**config.mk**
```make
export PLATFORM = sky130hd
export DESIGN_NAME = mr_temp_poller
export DESIGN_NICKNAME = d
export VERILOG_FILES = /design/src/rtl/tpoll_pkg.sv /design/src/rtl/tpoll_timer.sv /design/src/rtl/tpoll_capture.sv /design/src/rtl/mr_temp_poller.sv
export SDC_FILE = /design/constraint.sdc
export NUM_CORES = 1
export LEC_CHECK = 0
export CAP_MARGIN = 20
export CORE_MARGIN = 1.5
export CORE_UTILIZATION = 30
export CTS_BUF_LIST = sky130_fd_sc_hd__clkbuf_4
export DETAILED_ROUTE_END_ITERATION = 6
export DONT_BUFFER_PORTS = 1
export PLACE_DENSITY = 0.43
export REMOVE_ABC_BUFFERS = 1
export SYNTH_ARGS = -nofsm -noshare
export SYNTH_HDL_FRONTEND = slang
export SYNTH_SLANG_ARGS = --single-unit
```
**constraint.sdc**
```tcl
create_clock -name clk -period 2.6 [get_ports clk]
set_clock_uncertainty 0.15 [all_clocks]
set_input_delay 0 -clock clk [delete_from_list [all_inputs] [get_ports clk]]
set_output_delay 0 -clock clk [all_outputs]
set_load 0.02 [all_outputs]
```
**src/rtl/tpoll_pkg.sv**
```systemverilog
package tpoll_pkg;

    typedef enum logic [1:0] {
        ST_WAIT = 2'd0,
        ST_REQ  = 2'd1,
        ST_CAPT = 2'd2
    } poll_st_e;

endpackage

```
**src/rtl/tpoll_timer.sv**
```systemverilog
module tpoll_timer #(
    parameter int CNT_W     = 8,
    parameter int START_VAL = 16
) (
    input  logic             clk,
    input  logic             rst_n,
    input  logic             load,
    input  logic [CNT_W-1:0] load_val,
    output logic             expired
);

    typedef struct packed {
        logic [CNT_W-1:0] cnt;
    } tmr_s;

    tmr_s tmr_d, tmr_q;

    always_comb begin
        tmr_d = tmr_q;
        if (load) begin
            tmr_d.cnt = load_val;
        end else if (tmr_q.cnt != '0) begin
            tmr_d.cnt = tmr_q.cnt - 1'b1;
        end
    end

    always_ff @(posedge clk or negedge rst_n) begin
        if (!rst_n) begin
            tmr_q.cnt <= CNT_W'(START_VAL);
        end else begin
            tmr_q <= tmr_d;
        end
    end

    assign expired = (tmr_q.cnt == '0);

    // without a reload the count never rises
    cnt_mono_chk: assert property (@(posedge clk) disable iff (!rst_n)
        !load |=> (tmr_q.cnt <= $past(tmr_q.cnt)));

endmodule

```
**src/rtl/tpoll_capture.sv**
```systemverilog
module tpoll_capture #(
    parameter int DATA_W    = 8,
    parameter int BAND_LSB  = 3,
    parameter int NEAR_CODE = 6
) (
    input  logic                       clk,
    input  logic                       rst_n,
    input  logic                       capture,
    input  logic [DATA_W-1:0]          rdata,
    output logic [DATA_W-BAND_LSB-1:0] band,
    output logic                       valid,
    output logic                       near
);

    localparam int BAND_W = DATA_W - BAND_LSB;

    typedef struct packed {
        logic [BAND_W-1:0] band;
        logic              valid;
    } cap_s;

    cap_s cap_d, cap_q;
    logic [BAND_W-1:0] field;

    assign field = rdata[DATA_W-1:BAND_LSB];
    assign near  = (int'(field) >= NEAR_CODE);

    always_comb begin
        cap_d       = cap_q;
        cap_d.valid = capture;
        if (capture) begin
            cap_d.band = field;
        end
    end

    always_ff @(posedge clk or negedge rst_n) begin
        if (!rst_n) begin
            cap_q <= '0;
        end else begin
            cap_q <= cap_d;
        end
    end

    assign band  = cap_q.band;
    assign valid = cap_q.valid;


    valid_pulse_chk: assert property (@(posedge clk) disable iff (!rst_n)
        valid |=> !valid);


    band_stable_chk: assert property (@(posedge clk) disable iff (!rst_n)
        !valid |-> $stable(band));

endmodule

```
**src/rtl/mr_temp_poller.sv**
```systemverilog
module mr_temp_poller #(
    parameter int DATA_W       = 8,
    parameter int ADDR_W       = 8,
    parameter int MR_INDEX     = 4,
    parameter int BAND_LSB     = 3,
    parameter int SLOW_CYCLES  = 50_000_000,
    parameter int FAST_CYCLES  = 5_000_000,
    parameter int START_CYCLES = 16,
    parameter int NEAR_CODE    = 6
) (
    input  logic                       clk,
    input  logic                       rst_n,
    output logic                       mrr_req,
    output logic [ADDR_W-1:0]          mrr_addr,
    input  logic                       mrr_gnt,
    input  logic [DATA_W-1:0]          mrr_rdata,
    output logic [DATA_W-BAND_LSB-1:0] temp_band,
    output logic                       temp_valid
);

    import tpoll_pkg::*;

    localparam int BAND_W  = DATA_W - BAND_LSB;
    localparam int MAX_A   = (SLOW_CYCLES > FAST_CYCLES) ? SLOW_CYCLES : FAST_CYCLES;
    localparam int CNT_MAX = (MAX_A > START_CYCLES) ? MAX_A : START_CYCLES;
    localparam int CNT_W   = $clog2(CNT_MAX + 1);
    // the capture edge, the request edge and the grant edge use up three cycles
    localparam int SLOW_LD = SLOW_CYCLES - 3;
    localparam int FAST_LD = FAST_CYCLES - 3;

    typedef struct packed {
        poll_st_e st;
    } ctl_s;

    ctl_s ctl_d, ctl_q;

    logic             tmr_load;
    logic [CNT_W-1:0] tmr_val;
    logic             tmr_expired;
    logic             cap_en;
    logic             band_near;
    logic [BAND_W-1:0] band_w;

    always_comb begin
        ctl_d = ctl_q;
        unique case (ctl_q.st)
            ST_WAIT: if (tmr_expired) ctl_d.st = ST_REQ;
            ST_REQ:  if (mrr_gnt)     ctl_d.st = ST_CAPT;
            ST_CAPT: ctl_d.st = ST_WAIT;
            default: ctl_d.st = ST_WAIT;
        endcase
    end

    always_ff @(posedge clk or negedge rst_n) begin
        if (!rst_n) begin
            ctl_q.st <= ST_WAIT;
        end else begin
            ctl_q <= ctl_d;
        end
    end

    assign mrr_req  = (ctl_q.st == ST_REQ);
    assign mrr_addr = ADDR_W'(MR_INDEX);
    assign cap_en   = (ctl_q.st == ST_CAPT);
    assign tmr_load = cap_en;
    assign tmr_val  = band_near ? CNT_W'(FAST_LD) : CNT_W'(SLOW_LD);

    tpoll_timer #(
        .CNT_W     (CNT_W),
        .START_VAL (START_CYCLES)
    ) u_timer (
        .clk      (clk),
        .rst_n    (rst_n),
        .load     (tmr_load),
        .load_val (tmr_val),
        .expired  (tmr_expired)
    );

    tpoll_capture #(
        .DATA_W    (DATA_W),
        .BAND_LSB  (BAND_LSB),
        .NEAR_CODE (NEAR_CODE)
    ) u_capture (
        .clk     (clk),
        .rst_n   (rst_n),
        .capture (cap_en),
        .rdata   (mrr_rdata),
        .band    (band_w),
        .valid   (temp_valid),
        .near    (band_near)
    );

    assign temp_band = band_w;


    req_hold_chk: assert property (@(posedge clk) disable iff (!rst_n)
        (mrr_req && !mrr_gnt) |=> mrr_req);


    grant_capt_chk: assert property (@(posedge clk) disable iff (!rst_n)
        temp_valid |-> $past(mrr_req && mrr_gnt, 2));

    // no new request in the strobe cycle
    no_req_valid_chk: assert property (@(posedge clk) disable iff (!rst_n)
        temp_valid |-> !mrr_req);

endmodule

```
Word level (Yosys, flattened, before mapping)
Cells that the tools add are included.
{"block": "totals", "ff_bits": 34, "latch_bits": 0, "ramBits": 0, "rom_bits": 0, "input_bits": 11, "out_inout_bits": 15, "word_cells": 21, "n_memories": 0}
{"block": "op_classes", "add_sub_neg": 1, "mul": 0, "div_mod_pow": 0, "order_cmp": 1, "n_eq_ne": 4, "n_shift": 0, "mux": 6, "n_bitwise": 0, "reduce_logical": 5}
{"operator": "two-way mux 26 bit", "count": 3}
{"operator": "logical NOT 26 bit", "count": 1}
{"operator": "nonzero test 26 bit", "count": 1}
{"operator": "subtractor 26 x 1 -> 26 bit (second input constant)", "count": 1}
{"operator": "greater-or-equal comparator 5 x 3 -> 1 bit (second input constant)", "count": 1}
{"operator": "two-way mux 2 bit", "count": 2}
{"operator": "one-hot mux 2 bit (2 select lines)", "count": 1}
{"operator": "== test 2 x 1 -> 1 bit (second input constant)", "count": 1}
{"operator": "== test 2 bit (second input constant)", "count": 1}
{"operator": "logical NOT 2 bit", "count": 1}
{"operator": "!= test 2 x 1 -> 1 bit (second input constant)", "count": 1}
{"operator": "!= test 2 bit (second input constant)", "count": 1}
{"operator": "AND reduction 2 bit", "count": 1}
{"operator": "nonzero test 2 bit", "count": 1}

Depth between registers and ports, before layout
Gate-level depths: netlist of the first run.
{"block": "depth", "word_depth": 3, "ltp_mapped": 8, "ltp_nobuf": 7}

By module
Synthesis of the first run repeated with hierarchy kept, for this count alone.
{"block": "hier_totals", "cells_unflattened": 201, "hier_area_um2": 1913.1}
{"mod": "tpoll_timer", "instances": 1, "cells_per_inst": 171, "area_per_inst_um2": 1536.5, "seq_area_each_um2": 651.9}
{"mod": "tpoll_capture", "instances": 1, "cells_per_inst": 12, "area_per_inst_um2": 215.2, "seq_area_each_um2": 150.1}
{"mod": "mr_temp_poller", "instances": 1, "cells_per_inst": 18, "area_per_inst_um2": 161.4, "seq_area_each_um2": 50.0}

Least setup slack after synthesis of the first run
OpenSTA, ideal clock, no wires.
{"block": "synth_path", "path_type": "reg2reg", "startpoint": "reg u_timer.tmr_q[0] (netlist name)", "endpoint": "reg ctl_q[0] (netlist name)", "setup_ns": 0.069, "arrival_ns": 1.745, "t_required_ns": 2.381, "setup_slack_ns": 0.636, "path_stages_with_launch": 9, "n_path_buf": 1, "synth_period_minus_slack_ns": 1.964, "cell_sequence": "dfrtp_1 -> inv_1 -> ha_1 -> nor4b_4 -> nand4_1 -> or2_1 -> buf_6 -> mux2_2 -> nor2_2"}
{"block": "synth_between", "elab_chain_cells": 3}
{"element": "start: declaration", "line_no": "tpoll_timer.sv:16", "source": "tmr_s tmr_d, tmr_q;"}
{"element": "start signal: assignment", "line_no": "tpoll_timer.sv:31", "source": "tmr_q <= tmr_d;"}
{"element": "logical NOT 26 bit", "line_no": "tpoll_timer.sv:35", "source": "assign expired = (tmr_q.cnt == '0);"}
{"element": "!= test 2 bit (no source line)"}
{"element": "AND reduction 2 bit (no source line)"}
{"element": "end signal: assignment", "line_no": "mr_temp_poller.sv:58", "source": "ctl_q <= ctl_d;"}
{"element": "end: declaration", "line_no": "mr_temp_poller.sv:35", "source": "ctl_s ctl_d, ctl_q;"}
Every way passes these cells.
A chain may end at the register's enable or synchronous reset.

Worst setup path after layout of the first run
{"block": "layout_path", "startpoint": "reg u_timer.tmr_q[0] (netlist name)", "endpoint": "reg u_timer.tmr_q[9] (netlist name)"}
{"block": "layout_between", "elab_chain_cells": 3, "word_cells_on_any_way": 5, "cone_classes": "1 x add/sub; 2 x mux; 2 x reduce/logical"}
{"element": "subtractor 26 x 1 -> 26 bit", "line_no": "tpoll_timer.sv:23", "source": "tmr_d.cnt = tmr_q.cnt - 1'b1;"}
{"element": "two-way mux 26 bit", "line_no": "tpoll_timer.sv:22", "source": "end else if (tmr_q.cnt != '0) begin"}
{"element": "two-way mux 26 bit", "line_no": "tpoll_timer.sv:20", "source": "if (load) begin"}
Several ways; a longest one is shown, not always the timed one. The select of a mux whose other input is x is not followed.

==> results.sh, run 1 <==
export IMPL_p_per_area_nw_per_um2=647
export IMPL_cts_htree_levels=2
export IMPL_finalWeightedCongestion=0.819
export IMPL_viasPerCell=4.93
export IMPL_drv_cap=0
export IMPL_status="completed"
export IMPL_cts_root_buffer="clkbuf_4"
export IMPL_period_share=0.846
export IMPL_wl_per_cell_um=14.7
export IMPL_postSynthAreaPerCell_sq_um=9.78
export IMPL_cts_tree="done"
export IMPL_syn_area_sq_um=1860
export IMPL_path_cells="inv_1 -> ha_1 -> nor4b_4 -> nand4_1 -> or2_1 -> nand2_1 -> o21ai_0"
export IMPL_cp_max_fo=8
export IMPL_clkSlewWorstSetupHoldPaths_ns=0.11
export IMPL_yosysUniqueCellTypes=43
export IMPL_firstDrtPassIters=4
export IMPL_drt_iter0_markers=74
export IMPL_rrSetupSlack_ns=0.40
export IMPL_setup_viol=0
export IMPL_port_buffers=0
export IMPL_ir_worst_vdd_mv=0.270
export IMPL_synth_edf_count=0
export IMPL_rr_worst_depth=7
export IMPL_fp_dieH_um=81.7
export IMPL_yosys_warnings=0
export IMPL_grt_overflow=0
export IMPL_clock_sinks=34
export IMPL_cp_endpoint="u_timer.tmr_q[9]"
export IMPL_cp_slowest_stage_delay_ns=0.41
export IMPL_io_pins=26
export IMPL_cp_end_kind="flop"
export IMPL_crit_required_ns=2.66
export IMPL_maxSlewViolCount=0
export IMPL_clockBufferDepth=2
export IMPL_clkLatencyLatePin_ns=0.34
export IMPL_area_growth_pct=12.0
export IMPL_period_needed_ns=2.20
export IMPL_rsz0062_at_grt="no"
export IMPL_drc=0
export IMPL_grt_pass1_vias=1396
export IMPL_crit_path_start="u_timer.tmr_q[0]"
export IMPL_reg2reg_to="u_timer.tmr_q[9]"
export IMPL_grt_usage=0.140
export IMPL_fp_dieW_um=81.7
export IMPL_synth_seq_area_share=0.459
export IMPL_hold_class="in -> async"
export IMPL_ant_nets=0
export IMPL_antenna_found_initial=0
export IMPL_synthArstFlopShare=1.00
export IMPL_grt_pass1_wl_um=6910
export IMPL_fp_coreArea_sq_um=5960
export IMPL_syn_inst=190
export IMPL_vias=1376
export IMPL_crit_arrival_ns=2.26
export IMPL_max_freq_mhz=455
export IMPL_crit_type="reg -> reg"
export IMPL_numCtsBuffers=5
export IMPL_n_antenna_cell=0
export IMPL_ys_ff_latch=34
export IMPL_startpoint_type="flop"
export IMPL_p_leak_nw=0.849
export IMPL_rows=28
export IMPL_start_util=0.312
export IMPL_die_area_sq_um=6670
export IMPL_tns_ns=0
export IMPL_p_total_mw=1.35
export IMPL_grt_start_max_net_pins=34
export IMPL_drive_gt1_frac=0.137
export IMPL_wirelength_um=4100
export IMPL_ys_flop_type="dfrtp_1"
export IMPL_hold_viol_final=0
export IMPL_timing_rr_start="u_timer.tmr_q[0]"
export IMPL_dp_hpwl_um=2780
export IMPL_slowest_stage="dfrtp_1"
export IMPL_fin_nets=215
[worst min path at each step]
| stage | endpoint | slack [ns] | start |
|---|---|---|---|
| after floorplan | ctl_q[0] | -0.45 | rst_n |
| after CTS | u_timer.tmr_q[4] | 0.05 | rst_n |
| final | u_timer.tmr_q[0] | 0.04 | rst_n |
| after global routing | u_timer.tmr_q[4] | 0.07 | rst_n |
| after global placement | u_timer.tmr_q[6] | -0.44 | rst_n |
| after detailed placement | u_timer.tmr_q[6] | -0.44 | rst_n |
[where the power goes]
part / total, mW / switching [mW] / internal, mW
clock network: 0.297 / 0.185 / 0.112
registers: 0.796 / 0.161 / 0.635
logic: 0.254 / 0.122 / 0.132
[cells by family after synthesis]
logic type / count (synthesis) / synth area share
buffers and inverters: 16 / 0.0532
AOI/OAI and AO/OA: 26 / 0.0795
DFF: 34 / 0.459
other: 2 / 0.00404
and+or+nand+nor: 87 / 0.281
adders and majority gates: 1 / 0.00673
muxes: 4 / 0.0222
xor gates and xnor gates: 20 / 0.0943
[routing by layer]
layer  part of all wire  up-vias  track usage  routed length, um
met3              0.045        6       0.0389                183
met5                  0        -            0                  0
met1               0.48      675        0.178               1960
li1                   -      665            -                  -
met4              0.014        0       0.0458                 59
met2               0.46       30        0.231               1900
[critical path: cells and delay by family, from the launching register on]
| family | cells | cell delay (ns) |
|---|---|---|
| flip-flops | 1 | 0.41 |
| buffers and inverters | 1 | 0.09 |
| adder cells (fa/ha/maj) | 1 | 0.20 |
| AND/OR/NAND/NOR | 4 | 1.09 |
| AO/OA/AOI/OAI | 1 | 0.14 |
[stage by stage]
step	utilization	setup slack (ns)	cells	hold slack (ns)	cell area [sq um]
6_report	0.349	0.401	279	0.0439	2080
5_1_grt	0.349	0.154	279	0.0653	2080
4_1_cts	0.349	0.370	279	0.0490	2080
3_5_place_dp	0.322	0.398	262	-0.444	1920
3_3_place_gp	0.322	0.386	262	-0.444	1920
2_1_floorplan	-	0.445	183	-0.446	1790
[layout by cell type (no fill, tap or decap), types with 2 or more instances in the layout]
cell type and count:
nor3_1 8, nand3_1 3, nor4_1 3, xnor2_1 9, mux2i_1 3, buf_4 4, nor2_1 14, dfrtp_1 33
o21ai_1 5, buf_12 2, o211ai_1 2, conb_1 8, xor2_1 11, nor3_2 2, clkbuf_4 6, dlygate4sd3_1 7
a21oi_1 7, nor4_2 5, a211oi_1 2, inv_1 3, nand2_1 30, o21ai_0 8, or4_1 2, nor2b_1 3
nand2b_1 4
[area by class of cell]
cell class              count  area (sq um)
fillers                   605          3870
multi-input cells         146           930
flip-flops and latches     34           852
repair buffers             13           140
well taps                  75          93.8
clock buffers               6          45.0
inverters                   3          11.3
clock inverters             2          8.76
[cell usage after synthesis, types with 2 or more instances]
cell | count | area, sq um
dfrtp_1 | 33 | 826
nand2_1 | 30 | 113
nor2_1 | 14 | 52.6
xor2_1 | 11 | 96.3
xnor2_1 | 9 | 78.8
buf_4 | 8 | 60.1
nor3_1 | 8 | 40.0
o21ai_0 | 8 | 40.0
a21oi_1 | 7 | 35.0
nor4_2 | 5 | 62.6
o21ai_1 | 5 | 25.0
nand2b_1 | 4 | 25.0
clkbuf_1 | 3 | 11.3
inv_1 | 3 | 11.3
mux2i_1 | 3 | 30.0
nand3_1 | 3 | 15.0
nor2b_1 | 3 | 18.8
nor4_1 | 3 | 18.8
a211oi_1 | 2 | 15.0
conb_1 | 2 | 7.51
nor3_2 | 2 | 20.0
o211ai_1 | 2 | 15.0
or4_1 | 2 | 15.0
[flip-flops by register name (all words and copies together), names as in the netlist]
signal           cells
u_capture.valid      1
ctl_q                2
u_timer.tmr_q       26
u_capture.band       5
[timing repair]
| action | CTS | global route |
|---|---|---|
| setup buffers | 0 | 0 |
| endpoints found under the hold margin | 47 | 0 |
| hold buffers | 9 | 0 |
| gates resized for setup | 0 | 0 |
No activity file was read; power rests on OpenSTA's default activity.
==> run 2, diff against run 1 <==
- PLACE_DENSITY: 0.43 -> 0.44
- clock period: 2.6 -> 1.8 ns (I/O delays scaled with it)
==> run 2 against run 1 <==
Routed wire length up 18%; the run now ends with negative setup slack left; via count up 15%; combinational power rose to 3.3 times the previous value; clock power up 49%; worst hold slack about the same; critical path depth down 1; total power up 75%; sequential power up 36%; largest cell class unchanged; register-to-register slack worse by 0.69 ns.
==> results.sh, run 2 (same netlist as run 1, synthesis figures left out) <==
export IMPL_period_needed_ns=2.09
export IMPL_regMostFlops="u_timer.tmr_q"
export IMPL_multi_input_comb_area_sq_um=1140
export IMPL_ant_nets=0
export IMPL_violations="negative setup slack"
export IMPL_grtUsageMet2=0.270
export IMPL_io_pins=26
export IMPL_vias=1581
export IMPL_rows=28
export IMPL_timing_rr_start="u_timer.tmr_q[1]"
export IMPL_max_freq_mhz=478
export IMPL_period_share=1.16
export IMPL_fin_ws_ns=-0.293
export IMPL_drv_cap=0
export IMPL_fp_coreArea_sq_um=5960
export IMPL_firstDrtPassIters=4
export IMPL_antenna_found_initial=0
export IMPL_crit_type="reg -> reg"
export IMPL_viasPerCell=4.88
export IMPL_rrSetupSlack_ns=-0.29
export IMPL_wl_per_cell_um=15.0
export IMPL_drc=0
export IMPL_place_ws_ns=-0.309
export IMPL_grtUsageMet3=0.0544
export IMPL_grt_usage=0.167
export IMPL_status="finished with violations"
export IMPL_numCtsBuffers=5
export IMPL_clkSlewWorstSetupHoldPaths_ns=0.11
export IMPL_start_util=0.312
export IMPL_finalWeightedCongestion=0.922
export IMPL_crit_arrival_ns=2.21
export IMPL_fin_nets=260
export IMPL_largest_reg_flops=26
export IMPL_met1_usage=0.200
export IMPL_maxSlewViolCount=0
export IMPL_rr_worst_depth=6
export IMPL_startpoint_type="flop"
export IMPL_port_buffers=0
export IMPL_grt_overflow=0
export IMPL_n_antenna_cell=0
export IMPL_mostFrequentLayoutCells="buf_4, dfrtp_1, nand2_1, xor2_1, nor2_1"
export IMPL_grt_pass1_vias=1668
export IMPL_crit_required_ns=1.91
export IMPL_hold_viol_final=0
export IMPL_p_total_mw=2.36
export IMPL_grt_start_max_net_pins=34
export IMPL_cp_max_fo=4
export IMPL_cts_tree="done"
export IMPL_cts_root_buffer="clkbuf_4"
export IMPL_drt_iter0_markers=24
export IMPL_instances_no_fill=324
export IMPL_num_fill_cells=576
export IMPL_setup_viol=27
export IMPL_reg2reg_to="u_timer.tmr_q[17]"
export IMPL_slowest_stage="or4_4"
export IMPL_fp_dieW_um=81.7
export IMPL_place_inst=301
export IMPL_cp_end_kind="flop"
export IMPL_die_area_sq_um=6670
export IMPL_clkLatencyLatePin_ns=0.34
export IMPL_rsz0062_at_grt="yes"
export IMPL_cp_endpoint="u_timer.tmr_q[17]"
export IMPL_crit_path_start="u_timer.tmr_q[1]"
export IMPL_final_common_cell="buf_4"
export IMPL_cp_slowest_stage_delay_ns=0.54
export IMPL_area_growth_pct=42.9
export IMPL_p_per_area_nw_per_um2=889
export IMPL_cts_htree_levels=2
export IMPL_top_usage_layer="met2"
export IMPL_grt_pass1_wl_um=8200
export IMPL_wirelength_um=4850
export IMPL_hold_class="in -> async"
export IMPL_drive_gt1_frac=0.414
export IMPL_dp_hpwl_um=3300
export IMPL_path_cells="buf_6 -> or4_4 -> and4bb_4 -> nand3_2 -> xor2_1 -> a21oi_1"
export IMPL_fin_util=0.446
export IMPL_p_leak_nw=1.16
export IMPL_clockBufferDepth=2
export IMPL_fp_dieH_um=81.7
export IMPL_ir_worst_vdd_mv=0.426
export IMPL_clock_sinks=34
export IMPL_regArea_sq_um=852
## run 2: cell types whose count changed in the layout (fill, tap and decap cells not counted), moves of 3 or more
cell and change:
o21ai_0 -8, nor2_4 +3, buf_6 +6, o21ai_4 +3, buf_4 +39, nor2_1 -5, nand2_1 -3, o21ai_1 +3
## run 2: critical path, delay by kind of cell (launching register included)
family	cells	cell delay, ns
flip-flops	1	0.43
XOR/XNOR	1	0.15
AO/OA/AOI/OAI	1	0.14
buffers and inverters	1	0.13
AND/OR/NAND/NOR	3	1.03
## run 2: layer usage
layer  wire [um]  share of wire
met1        2140           0.44
met2        2320           0.48
met3         229          0.047
met4         149          0.031
met5           0              0
## run 2: how the worst min path moves through the flow
stage	startpoint	end	slack (ns)	cells after the start
2_1_floorplan	rst_n	ctl_q[0]	-0.45	0
3_3_place_gp	rst_n	u_timer.tmr_q[21]	-0.44	0
3_5_place_dp	rst_n	u_timer.tmr_q[22]	-0.44	0
4_1_cts	rst_n	u_timer.tmr_q[4]	0.05	2
5_1_grt	rst_n	u_timer.tmr_q[4]	0.03	2
6_report	rst_n	u_timer.tmr_q[20]	0.04	3
## run 2: metrics by stage
step,hold slack [ns],cell area [sq um],setup TNS (ns)
after floorplan,-0.446,1790,-6.43
after global placement,-0.444,2210,-4.15
after detailed placement,-0.444,2210,-5.00
after CTS,0.0471,2580,-4.76
after global routing,0.0339,2660,-7.90
final,0.0436,2660,-4.81
## run 2: power by group
part	internal (mW)	switching [mW]	leakage [nW]	total, mW
registers	0.917	0.160	0.401	1.08
logic	0.453	0.386	0.722	0.839
clock network	0.180	0.264	0.0338	0.444
## run 2: layout make-up
cell class	instances	area share
Multi-Input combinational cell	146	0.430
Clock inverter	1	0.00141
Timing Repair Buffer	58	0.189
Sequential cell	34	0.321
Inverter	3	0.00424
Clock buffer	7	0.0198
Tap cell	75	0.0353
## run 2: timing repair
item	4_1_cts	5_1_grt
endpoints found under the hold margin	47	0
setup endpoints to repair	27	27
pin swaps	14	23
buffers inserted	3	4
hold buffers	9	0
cloned	1	0
resized for setup	46	16
